File: config.mk
export PLATFORM = sky130hd
export DESIGN_NAME = wait_stretch_bus
export DESIGN_NICKNAME = d
export VERILOG_FILES = /design/src/rtl/wsb_pkg.sv /design/src/rtl/wsb_lat_decode.sv /design/src/rtl/wsb_slave.sv /design/src/rtl/wsb_master.sv /design/src/rtl/wait_stretch_bus.sv
export SDC_FILE = /design/constraint.sdc
export NUM_CORES = 1
export LEC_CHECK = 0
export CAP_MARGIN = 20
export CELL_PAD_IN_SITES_DETAIL_PLACEMENT = 2
export CELL_PAD_IN_SITES_GLOBAL_PLACEMENT = 2
export CORE_MARGIN = 2
export CORE_UTILIZATION = 44
export DETAILED_ROUTE_END_ITERATION = 8
export GPL_TIMING_DRIVEN = 1
export PLACE_DENSITY_LB_ADDON = 0.1
export SLEW_MARGIN = 20
export SYNTH_ARGS = -nofsm -noshare
export SYNTH_HDL_FRONTEND = slang
export SYNTH_HIERARCHICAL = 1
export SYNTH_SLANG_ARGS = --single-unit
File: constraint.sdc
create_clock -name clk -period 5.1 [get_ports clk]
set_clock_uncertainty 0.2 [all_clocks]
set_input_delay 1.02 -clock clk [delete_from_list [all_inputs] [get_ports clk]]
set_output_delay 1.02 -clock clk [all_outputs]
set_load 0.02 [all_outputs]
File: src/rtl/wsb_pkg.sv
// Package: shared types for the wait-stretched bus.
// Assumes: nothing beyond IEEE 1800-2017.
package wsb_pkg;

    // Master sequencer state.
    typedef enum logic {
        MST_IDLE = 1'b0,
        MST_BUSY = 1'b1
    } mst_state_t;

endpackage

File: src/rtl/wsb_lat_decode.sv
// Module: wsb_lat_decode
// What it does: maps an address region to that region's access latency.
// Assumes: REGION_LAT packs one LAT_W-bit field per region, region 0 in the low bits.
module wsb_lat_decode #(
    parameter int NUM_REGIONS = 4,
    parameter int LAT_W       = 8,
    parameter logic [NUM_REGIONS*LAT_W-1:0] REGION_LAT = {8'd9, 8'd3, 8'd1, 8'd0},
    localparam int RB = (NUM_REGIONS > 1) ? $clog2(NUM_REGIONS) : 1
) (
    input  logic [RB-1:0]    region,
    output logic [LAT_W-1:0] latency
);

    logic [LAT_W-1:0] lat_tab [NUM_REGIONS];

    // Unpack the latency parameter into one entry per region.
    for (genvar g = 0; g < NUM_REGIONS; g++) begin : g_tab
        assign lat_tab[g] = REGION_LAT[g*LAT_W +: LAT_W];
    end

    // Select the entry for the decoded region; out-of-range regions get 0.
    always_comb begin
        latency = '0;
        for (int i = 0; i < NUM_REGIONS; i++) begin
            if (region == RB'(i)) latency = lat_tab[i];
        end
    end

endmodule

File: src/rtl/wsb_slave.sv
// Module: wsb_slave
// What it does: word storage slave that holds WAIT for a latency chosen by
//   address region, then completes the transfer: it stores write data, or
//   drives read data during the final bus cycle.
// Assumes: the master holds the bus fields stable while bus_active is high,
//   and it ends the transfer at the first edge where WAIT is low.
module wsb_slave #(
    parameter int AW          = 8,
    parameter int DW          = 16,
    parameter int DEPTH       = 16,
    parameter int NUM_REGIONS = 4,
    parameter int LAT_W       = 8,
    parameter logic [NUM_REGIONS*LAT_W-1:0] REGION_LAT = {8'd9, 8'd3, 8'd1, 8'd0},
    localparam int IW = $clog2(DEPTH),
    localparam int RB = (NUM_REGIONS > 1) ? $clog2(NUM_REGIONS) : 1
) (
    input  logic          clk,
    input  logic          rst_n,
    input  logic          bus_active,
    input  logic          bus_write,
    input  logic [AW-1:0] bus_addr,
    input  logic [DW-1:0] bus_wdata,
    output logic          bus_wait,
    output logic [DW-1:0] bus_rdata
);

    logic [DW-1:0]    mem [DEPTH];
    logic [LAT_W-1:0] elapsed;
    logic [LAT_W-1:0] latency;
    logic [IW-1:0]    word_idx;
    logic [RB-1:0]    region;

    assign word_idx = bus_addr[IW-1:0];
    assign region   = bus_addr[AW-1 -: RB];

    wsb_lat_decode #(
        .NUM_REGIONS (NUM_REGIONS),
        .LAT_W       (LAT_W),
        .REGION_LAT  (REGION_LAT)
    ) u_lat (
        .region  (region),
        .latency (latency)
    );

    // WAIT is high from the first cycle of a transfer until enough cycles have elapsed.
    assign bus_wait  = bus_active && (elapsed < latency);
    // Read data is driven during the final cycle of a transfer.
    assign bus_rdata = mem[word_idx];

    // Count the stretched cycles of the current transfer; clear between transfers.
    always_ff @(posedge clk) begin
        if (!rst_n)                    elapsed <= '0;
        else if (bus_active && bus_wait) elapsed <= elapsed + 1'b1;
        else                           elapsed <= '0;
    end

    // Store write data at the edge that completes a write transfer.
    always_ff @(posedge clk) begin
        if (!rst_n) begin
            for (int i = 0; i < DEPTH; i++) mem[i] <= '0;
        end else if (bus_active && !bus_wait && bus_write) begin
            mem[word_idx] <= bus_wdata;
        end
    end

endmodule

File: src/rtl/wsb_master.sv
// Module: wsb_master
// What it does: takes one request from the local logic and runs it as a bus
//   transfer. It samples WAIT at every edge of the transfer, ends on the first
//   low sample and returns a response pulse. An optional counter abandons the
//   transfer after TIMEOUT high samples.
// Assumes: the slave answers WAIT combinationally within the first bus cycle.
//   TIMEOUT = 0 disables the abort.
module wsb_master
    import wsb_pkg::*;
#(
    parameter int AW      = 8,
    parameter int DW      = 16,
    parameter int TIMEOUT = 8,
    localparam int TW = (TIMEOUT > 1) ? $clog2(TIMEOUT + 1) : 1
) (
    input  logic          clk,
    input  logic          rst_n,
    input  logic          req_valid,
    output logic          req_ready,
    input  logic          req_write,
    input  logic [AW-1:0] req_addr,
    input  logic [DW-1:0] req_wdata,
    output logic          rsp_valid,
    output logic          rsp_err,
    output logic [DW-1:0] rsp_rdata,
    output logic          bus_active,
    output logic          bus_write,
    output logic [AW-1:0] bus_addr,
    output logic [DW-1:0] bus_wdata,
    input  logic          bus_wait,
    input  logic [DW-1:0] bus_rdata
);

    mst_state_t state;
    logic       accept;
    logic       finish_ok;
    logic       give_up;

    assign req_ready  = (state == MST_IDLE);
    assign bus_active = (state == MST_BUSY);
    assign accept     = req_valid && req_ready;
    assign finish_ok  = bus_active && !bus_wait;

    // Timeout variant picked by the parameter.
    if (TIMEOUT > 0) begin : g_timeout
        logic [TW-1:0] wait_seen;

        assign give_up = bus_active && bus_wait && (wait_seen == TW'(TIMEOUT - 1));

        // Count WAIT-high samples within the current transfer.
        always_ff @(posedge clk) begin
            if (!rst_n || !bus_active)  wait_seen <= '0;
            else if (bus_wait)          wait_seen <= wait_seen + 1'b1;
        end
    end else begin : g_no_timeout
        assign give_up = 1'b0;
    end

    // Sequencer: idle until a request is taken, busy until completion or abort.
    always_ff @(posedge clk) begin
        if (!rst_n)                      state <= MST_IDLE;
        else if (accept)                 state <= MST_BUSY;
        else if (finish_ok || give_up)   state <= MST_IDLE;
    end

    // Capture the bus fields at acceptance and hold them for the transfer.
    always_ff @(posedge clk) begin
        if (!rst_n) begin
            bus_write <= 1'b0;
            bus_addr  <= '0;
            bus_wdata <= '0;
        end else if (accept) begin
            bus_write <= req_write;
            bus_addr  <= req_addr;
            bus_wdata <= req_wdata;
        end
    end

    // Produce a one-cycle response at completion or abort.
    always_ff @(posedge clk) begin
        if (!rst_n) begin
            rsp_valid <= 1'b0;
            rsp_err   <= 1'b0;
            rsp_rdata <= '0;
        end else begin
            rsp_valid <= finish_ok || give_up;
            rsp_err   <= give_up;
            rsp_rdata <= (finish_ok && !bus_write) ? bus_rdata : '0;
        end
    end

endmodule

File: src/rtl/wait_stretch_bus.sv
// Module: wait_stretch_bus
// What it does: top level. A master sequencer and a wait-state slave share an
//   internal single-clock bus. Local logic talks to it through a
//   request/response pair.
// Assumes: one clock domain, with a synchronous active-low reset.
module wait_stretch_bus #(
    parameter int AW          = 8,
    parameter int DW          = 16,
    parameter int DEPTH       = 16,
    parameter int NUM_REGIONS = 4,
    parameter int LAT_W       = 8,
    parameter logic [NUM_REGIONS*LAT_W-1:0] REGION_LAT = {8'd9, 8'd3, 8'd1, 8'd0},
    parameter int TIMEOUT     = 8
) (
    input  logic          clk,
    input  logic          rst_n,
    input  logic          req_valid,
    output logic          req_ready,
    input  logic          req_write,
    input  logic [AW-1:0] req_addr,
    input  logic [DW-1:0] req_wdata,
    output logic          rsp_valid,
    output logic          rsp_err,
    output logic [DW-1:0] rsp_rdata,
    output logic          bus_busy,
    output logic          bus_wait
);

    logic          bus_active;
    logic          bus_write;
    logic [AW-1:0] bus_addr;
    logic [DW-1:0] bus_wdata;
    logic [DW-1:0] bus_rdata;

    assign bus_busy = bus_active;

    wsb_master #(
        .AW      (AW),
        .DW      (DW),
        .TIMEOUT (TIMEOUT)
    ) u_master (
        .clk        (clk),
        .rst_n      (rst_n),
        .req_valid  (req_valid),
        .req_ready  (req_ready),
        .req_write  (req_write),
        .req_addr   (req_addr),
        .req_wdata  (req_wdata),
        .rsp_valid  (rsp_valid),
        .rsp_err    (rsp_err),
        .rsp_rdata  (rsp_rdata),
        .bus_active (bus_active),
        .bus_write  (bus_write),
        .bus_addr   (bus_addr),
        .bus_wdata  (bus_wdata),
        .bus_wait   (bus_wait),
        .bus_rdata  (bus_rdata)
    );

    wsb_slave #(
        .AW          (AW),
        .DW          (DW),
        .DEPTH       (DEPTH),
        .NUM_REGIONS (NUM_REGIONS),
        .LAT_W       (LAT_W),
        .REGION_LAT  (REGION_LAT)
    ) u_slave (
        .clk        (clk),
        .rst_n      (rst_n),
        .bus_active (bus_active),
        .bus_write  (bus_write),
        .bus_addr   (bus_addr),
        .bus_wdata  (bus_wdata),
        .bus_wait   (bus_wait),
        .bus_rdata  (bus_rdata)
    );

endmodule

== Word-level counts from Yosys, hierarchy flattened ==
Memory sizes are Yosys's and may differ from the RTL's. A register that Yosys moved wholly into a read port is not among the register bits.
Cells that the tools add are included.

* Output and inout bits: 21
* Register bits: 40
* Input bits: 28
* RAM bits: 256
* Logic and storage cells: 47
* Memories: 1

{| class="wikitable"
|+ Memory list
! name !! depth !! width !! read ports !! clocked after Yosys merged registers in !! write ports !! RTL line !! source
|-
| u_slave.mem || 16 || 16 || 1 || 1 || 16 || wsb_slave.sv:27 || <nowiki>logic [DW-1:0] mem [DEPTH];</nowiki>
|}

* Mux-type cells: 12
* Equality and inequality tests: 4
* Bitwise gates (word level): 1
* $lt $le $gt $ge: 1
* Reduce and logical (&&, ||, !) cells: 18
* $add $sub $neg: 2

{| class="wikitable"
|+ Operators with widths
! operator !! count
|-
| 2-to-1 mux 16 bit || 1
|-
| 2-to-1 mux 8 bit || 2
|-
| OR reduction 16 bit || 1
|-
| adder 8 x 1 -> 8 bit, second input constant || 1
|-
| < comparator 8 bit || 1
|-
| 2-to-1 mux 1 bit || 8
|-
| logical AND 1 bit || 7
|-
| logical NOT 1 bit || 5
|-
| adder 4 x 1 -> 4 bit, second input constant || 1
|-
| == test 2 bit, second input constant || 2
|-
| == test 4 x 3 -> 1 bit, second input constant || 1
|-
| 2-to-1 mux 4 bit || 1
|-
| AND reduction 2 bit || 2
|-
| == test 2 x 1 -> 1 bit, second input constant || 1
|-
| logical OR 1 bit || 2
|-
| nonzero test 2 bit || 1
|-
| inverter 1 bit || 1
|}

== Logic depth before layout (Yosys ltp) ==
* Word-level depth: 14
* Depth in mapped cells: 13
* Mapped depth without buffers: 10

== Cells and area by module ==
Netlist, hierarchy kept.

{| class="wikitable"
|+ By module, submodules not included
! module !! seq. area each (um^2) !! instances !! area each (um^2) !! cells each
|-
| wsb_slave || 7847.5 || 1 || 12201.7 || 833
|-
| wsb_master || 960.9 || 1 || 1666.6 || 171
|-
| wsb_lat_decode || 0.0 || 1 || 63.8 || 9
|}

== Least setup slack after synthesis ==
No wires, ideal clock.

* Path kind: input port to flip-flop
* Start: in rst_n
* End: mem u_slave.mem[12][0] (enable)
* Stages: 4
* Arrival: 3.056 ns
* Buffers on the path: 1
* Slack: 1.430 ns
* Required time: 4.486 ns
* Library setup time: 0.414 ns
* Cell sequence: buf_2 nand3_2 or3_1 o31ai_1

{| class="wikitable"
|+ RTL lines
! what !! RTL line !! source
|-
| from (decl) || wait_stretch_bus.sv:16 || <nowiki>input logic rst_n,</nowiki>
|-
| to (decl) || wsb_slave.sv:27 ||
|}

== Worst setup path in the final report ==
* Start: reg u_master.bus_addr[6]
* End: out bus_wait

* Elaborated cells on any way between the ends: 8
* Classes of those cells: 1 x order compare; 3 x eq/ne; 3 x mux; 1 x reduce/logical

{| class="wikitable"
|+ RTL lines
! what !! RTL line !! source
|-
| from (decl) || wsb_master.sv:28 || <nowiki>output logic [AW-1:0] bus_addr,</nowiki>
|-
| from (signal assigned) || wsb_master.sv:74 || <nowiki>bus_addr <= req_addr;</nowiki>
|-
| == test 2 bit || wsb_lat_decode.sv:25 || <nowiki>if (region == RB'(i)) latency = lat_tab[i];</nowiki>
|-
| 2-to-1 mux 8 bit || wsb_lat_decode.sv:25 ||
|-
| 2-to-1 mux 8 bit (*) || wsb_lat_decode.sv:25 ||
|-
| net u_slave.latency[1] || wsb_slave.sv:29 || <nowiki>logic [LAT_W-1:0] latency;</nowiki>
|-
| < comparator 8 bit (*) || wsb_slave.sv:46 || <nowiki>assign bus_wait = bus_active && (elapsed < latency);</nowiki>
|-
| logical AND 1 bit (*) || wsb_slave.sv:46 ||
|-
| to (decl) || wait_stretch_bus.sv:26 || <nowiki>output logic bus_wait</nowiki>
|}

The timed path passes the listed nets; every way through them passes the cells marked *.

==> summary.txt <==
First-pass GRT wire length: 65300 um
Hold WS: 0.298 ns
Hold bufs inserted after CTS: 0
Number of global-route vias before repair: 9738
Filler cells: 2902
Grt ovf: 0
Setup violations, final: 0
Initial antenna violation count: 0
Wire length per cell: 30.1 um
Setup TNS: 0 ns
Critical Path RT: 3.88 ns
Die Wd: 181 um
Tightest Pin Transition: 1.11 ns
Crit Path Max Fanout: 8
Slowest stage delay, CP: 0.70 ns
Initial Util: 45.0%
Clock buffer depth: 3
Most frequent cells in the layout: nor3_1 (256), edfxtp_1 (256), nand2_1 (116), mux4_2 (80), dfxtp_1 (50)
Slowest cell on the critical path: clkdlybuf4s50_1
Switching Fraction: 23.5%
Post-DP HPWL: 25100 um
Synth Instances: 1005
CTS tree: done
Core ar.: 30800 sq um
Synthesized cell area: 13900 sq um
Crit share post-route: 85.2%
DR vias: 8995
DR DRC count: 0
I/O Buffers: 46
Internal: 0.00440 W
Seq pwr share: 50.1%
First DRT Iteration DRCs: 903
Area occupied by registers: 8780 sq um
I/O pin total: 49
Area Overhead vs Synth: 14.6%
Family with the most delay on the worst path: buffers and inverters
Placement Setup Slack: 1.22 ns
Leakage power: 4.90 nW
Met1 Resource Use GR: 37.6%
Area of the die: 32900 sq um
Kind of critical path: reg -> out
# resized after CTS: 0
CTS buffer count: 36
GRT Total Usage: 27.1%
Critical-path cell list: and2b_2 > inv_1 > ha_1 > a2111oi_2 > o221a_4 > and2_1 > clkdlybuf4s50_1
Total Wirelength: 43400 um
NetSw: 0.00136 W
Syn. warnings: 6
Final hold viol count: 0
Clk pwr share: 42.9%
Worst path bufs/invs: 2
Most Crowded Layer GR: met2
Max Slew Vio Count: 0
Multi-input logic area: 4760 sq um
Avg Inst Size Synth: 13.8 sq um
Chip height: 181 um
Number of diodes: 0
Outcome: finished clean
Nets@finish: 1058
Setup Fix Bufs, Post-CTS: 0
Final min period: 4.35 ns
Share of layout cells above drive strength 1: 19.7%
Vias per cell: 6.23
Max frequency: 230 MHz
Pre-antenna DRT Iters: 5
Met2 Resource Use GR: 45.8%
Row Count: 64
Worst setup margin: 0.755 ns
Max-cap violations: 0
Num Clock Sinks: 310
RD Place Congestion: 0.740
RSZ-0062 raised after global routing: no
Clk Latency, worst-skew pair: 0.51 ns
Combinational power share: 7.0%
Element type at the critical path end: output port
Worst hold path class: reg -> reg
Total power draw: 0.00576 W
CTS H-tree depth: 2
Critical Path Source Type: flop
CTS clk-pin slew, worst paths: 0.06 ns
Maximum vdd drop: 173 uV
GR Util met3: 3.21%
Clock Tree Root: clkbuf_16
Post-route ant nets: 0
Slew HR: 26.0%
Critical Path AT: 3.13 ns
Pwr dens: 363 nW/um^2
Largest net degree at the start of global routing: 181
## path summary, 6_finish.rpt
check	from	to	slack [ns]	cells past startpoint
setup / recovery	u_master/bus_addr[6]	bus_wait	0.75	7
hold / removal	u_master/bus_addr[6]	u_master/bus_addr[6]	0.30	2
setup reg to reg	u_master/bus_addr[6]	u_slave/mem[2][6]	1.21	8
hold reg to reg	u_master/bus_addr[6]	u_master/bus_addr[6]	0.30	2
## area by class of cell
| type | count | share of cell area [%] |
|---|---|---|
| Clock inverter | 21 | 0.961 |
| Timing Repair Buffer | 78 | 4.53 |
| Tap cell | 396 | 3.12 |
| Clock buffer | 43 | 5.97 |
| Inverter | 10 | 0.236 |
| Multi-Input combinational cell | 585 | 29.9 |
| Sequential cell | 310 | 55.3 |
## tightest hold or removal path, stage by stage (launching register included)
cell      delay (ns)
dfxtp_1         0.33
nand2_1         0.06
a21boi_1        0.06
## state kept, by name, summed over array words and instances (netlist names)
| name | flops |
|---|---|
| u_master/rsp_err | 1 |
| u_master/g_timeout.wait_seen | 4 |
| u_master/rsp_rdata | 16 |
| u_master/bus_wdata | 16 |
| u_slave/elapsed | 8 |
| u_master/rsp_valid | 1 |
| u_master/bus_active | 1 |
| u_master/bus_write | 1 |
| u_slave/mem | 256 |
| u_master/bus_addr | 6 |
## metrics by stage
stage,instance area [sq um],cells,util (%)
after floorplan,13900,1009,-
after global placement,14800,1378,47.9
after detailed placement,14800,1378,47.9
after CTS,15900,1442,51.5
after global routing,15900,1443,51.5
final,15900,1443,51.5
## power groups by stage
| stage | combinational (W) | clock, W | sequential [W] |
|---|---|---|---|
| after global routing | 0.000425 | 0.00260 | 0.00290 |
| after CTS | 0.000405 | 0.00251 | 0.00289 |
| after global placement | 0.000392 | 0 | 0.00293 |
| after floorplan | 0.000259 | 0 | 0.00290 |
| final | 0.000402 | 0.00247 | 0.00289 |
| after detailed placement | 0.000402 | 0 | 0.00294 |
## routing by layer
layer | vias up | share of wire (%) | routed length [um]
met5 | - | 0 | 0
li1 | 3863 | - | -
met1 | 4722 | 43 | 18500
met2 | 347 | 50 | 21600
met4 | 0 | 2.0 | 854
met3 | 63 | 5.6 | 2430
Power figures use the tool's default switching activity.
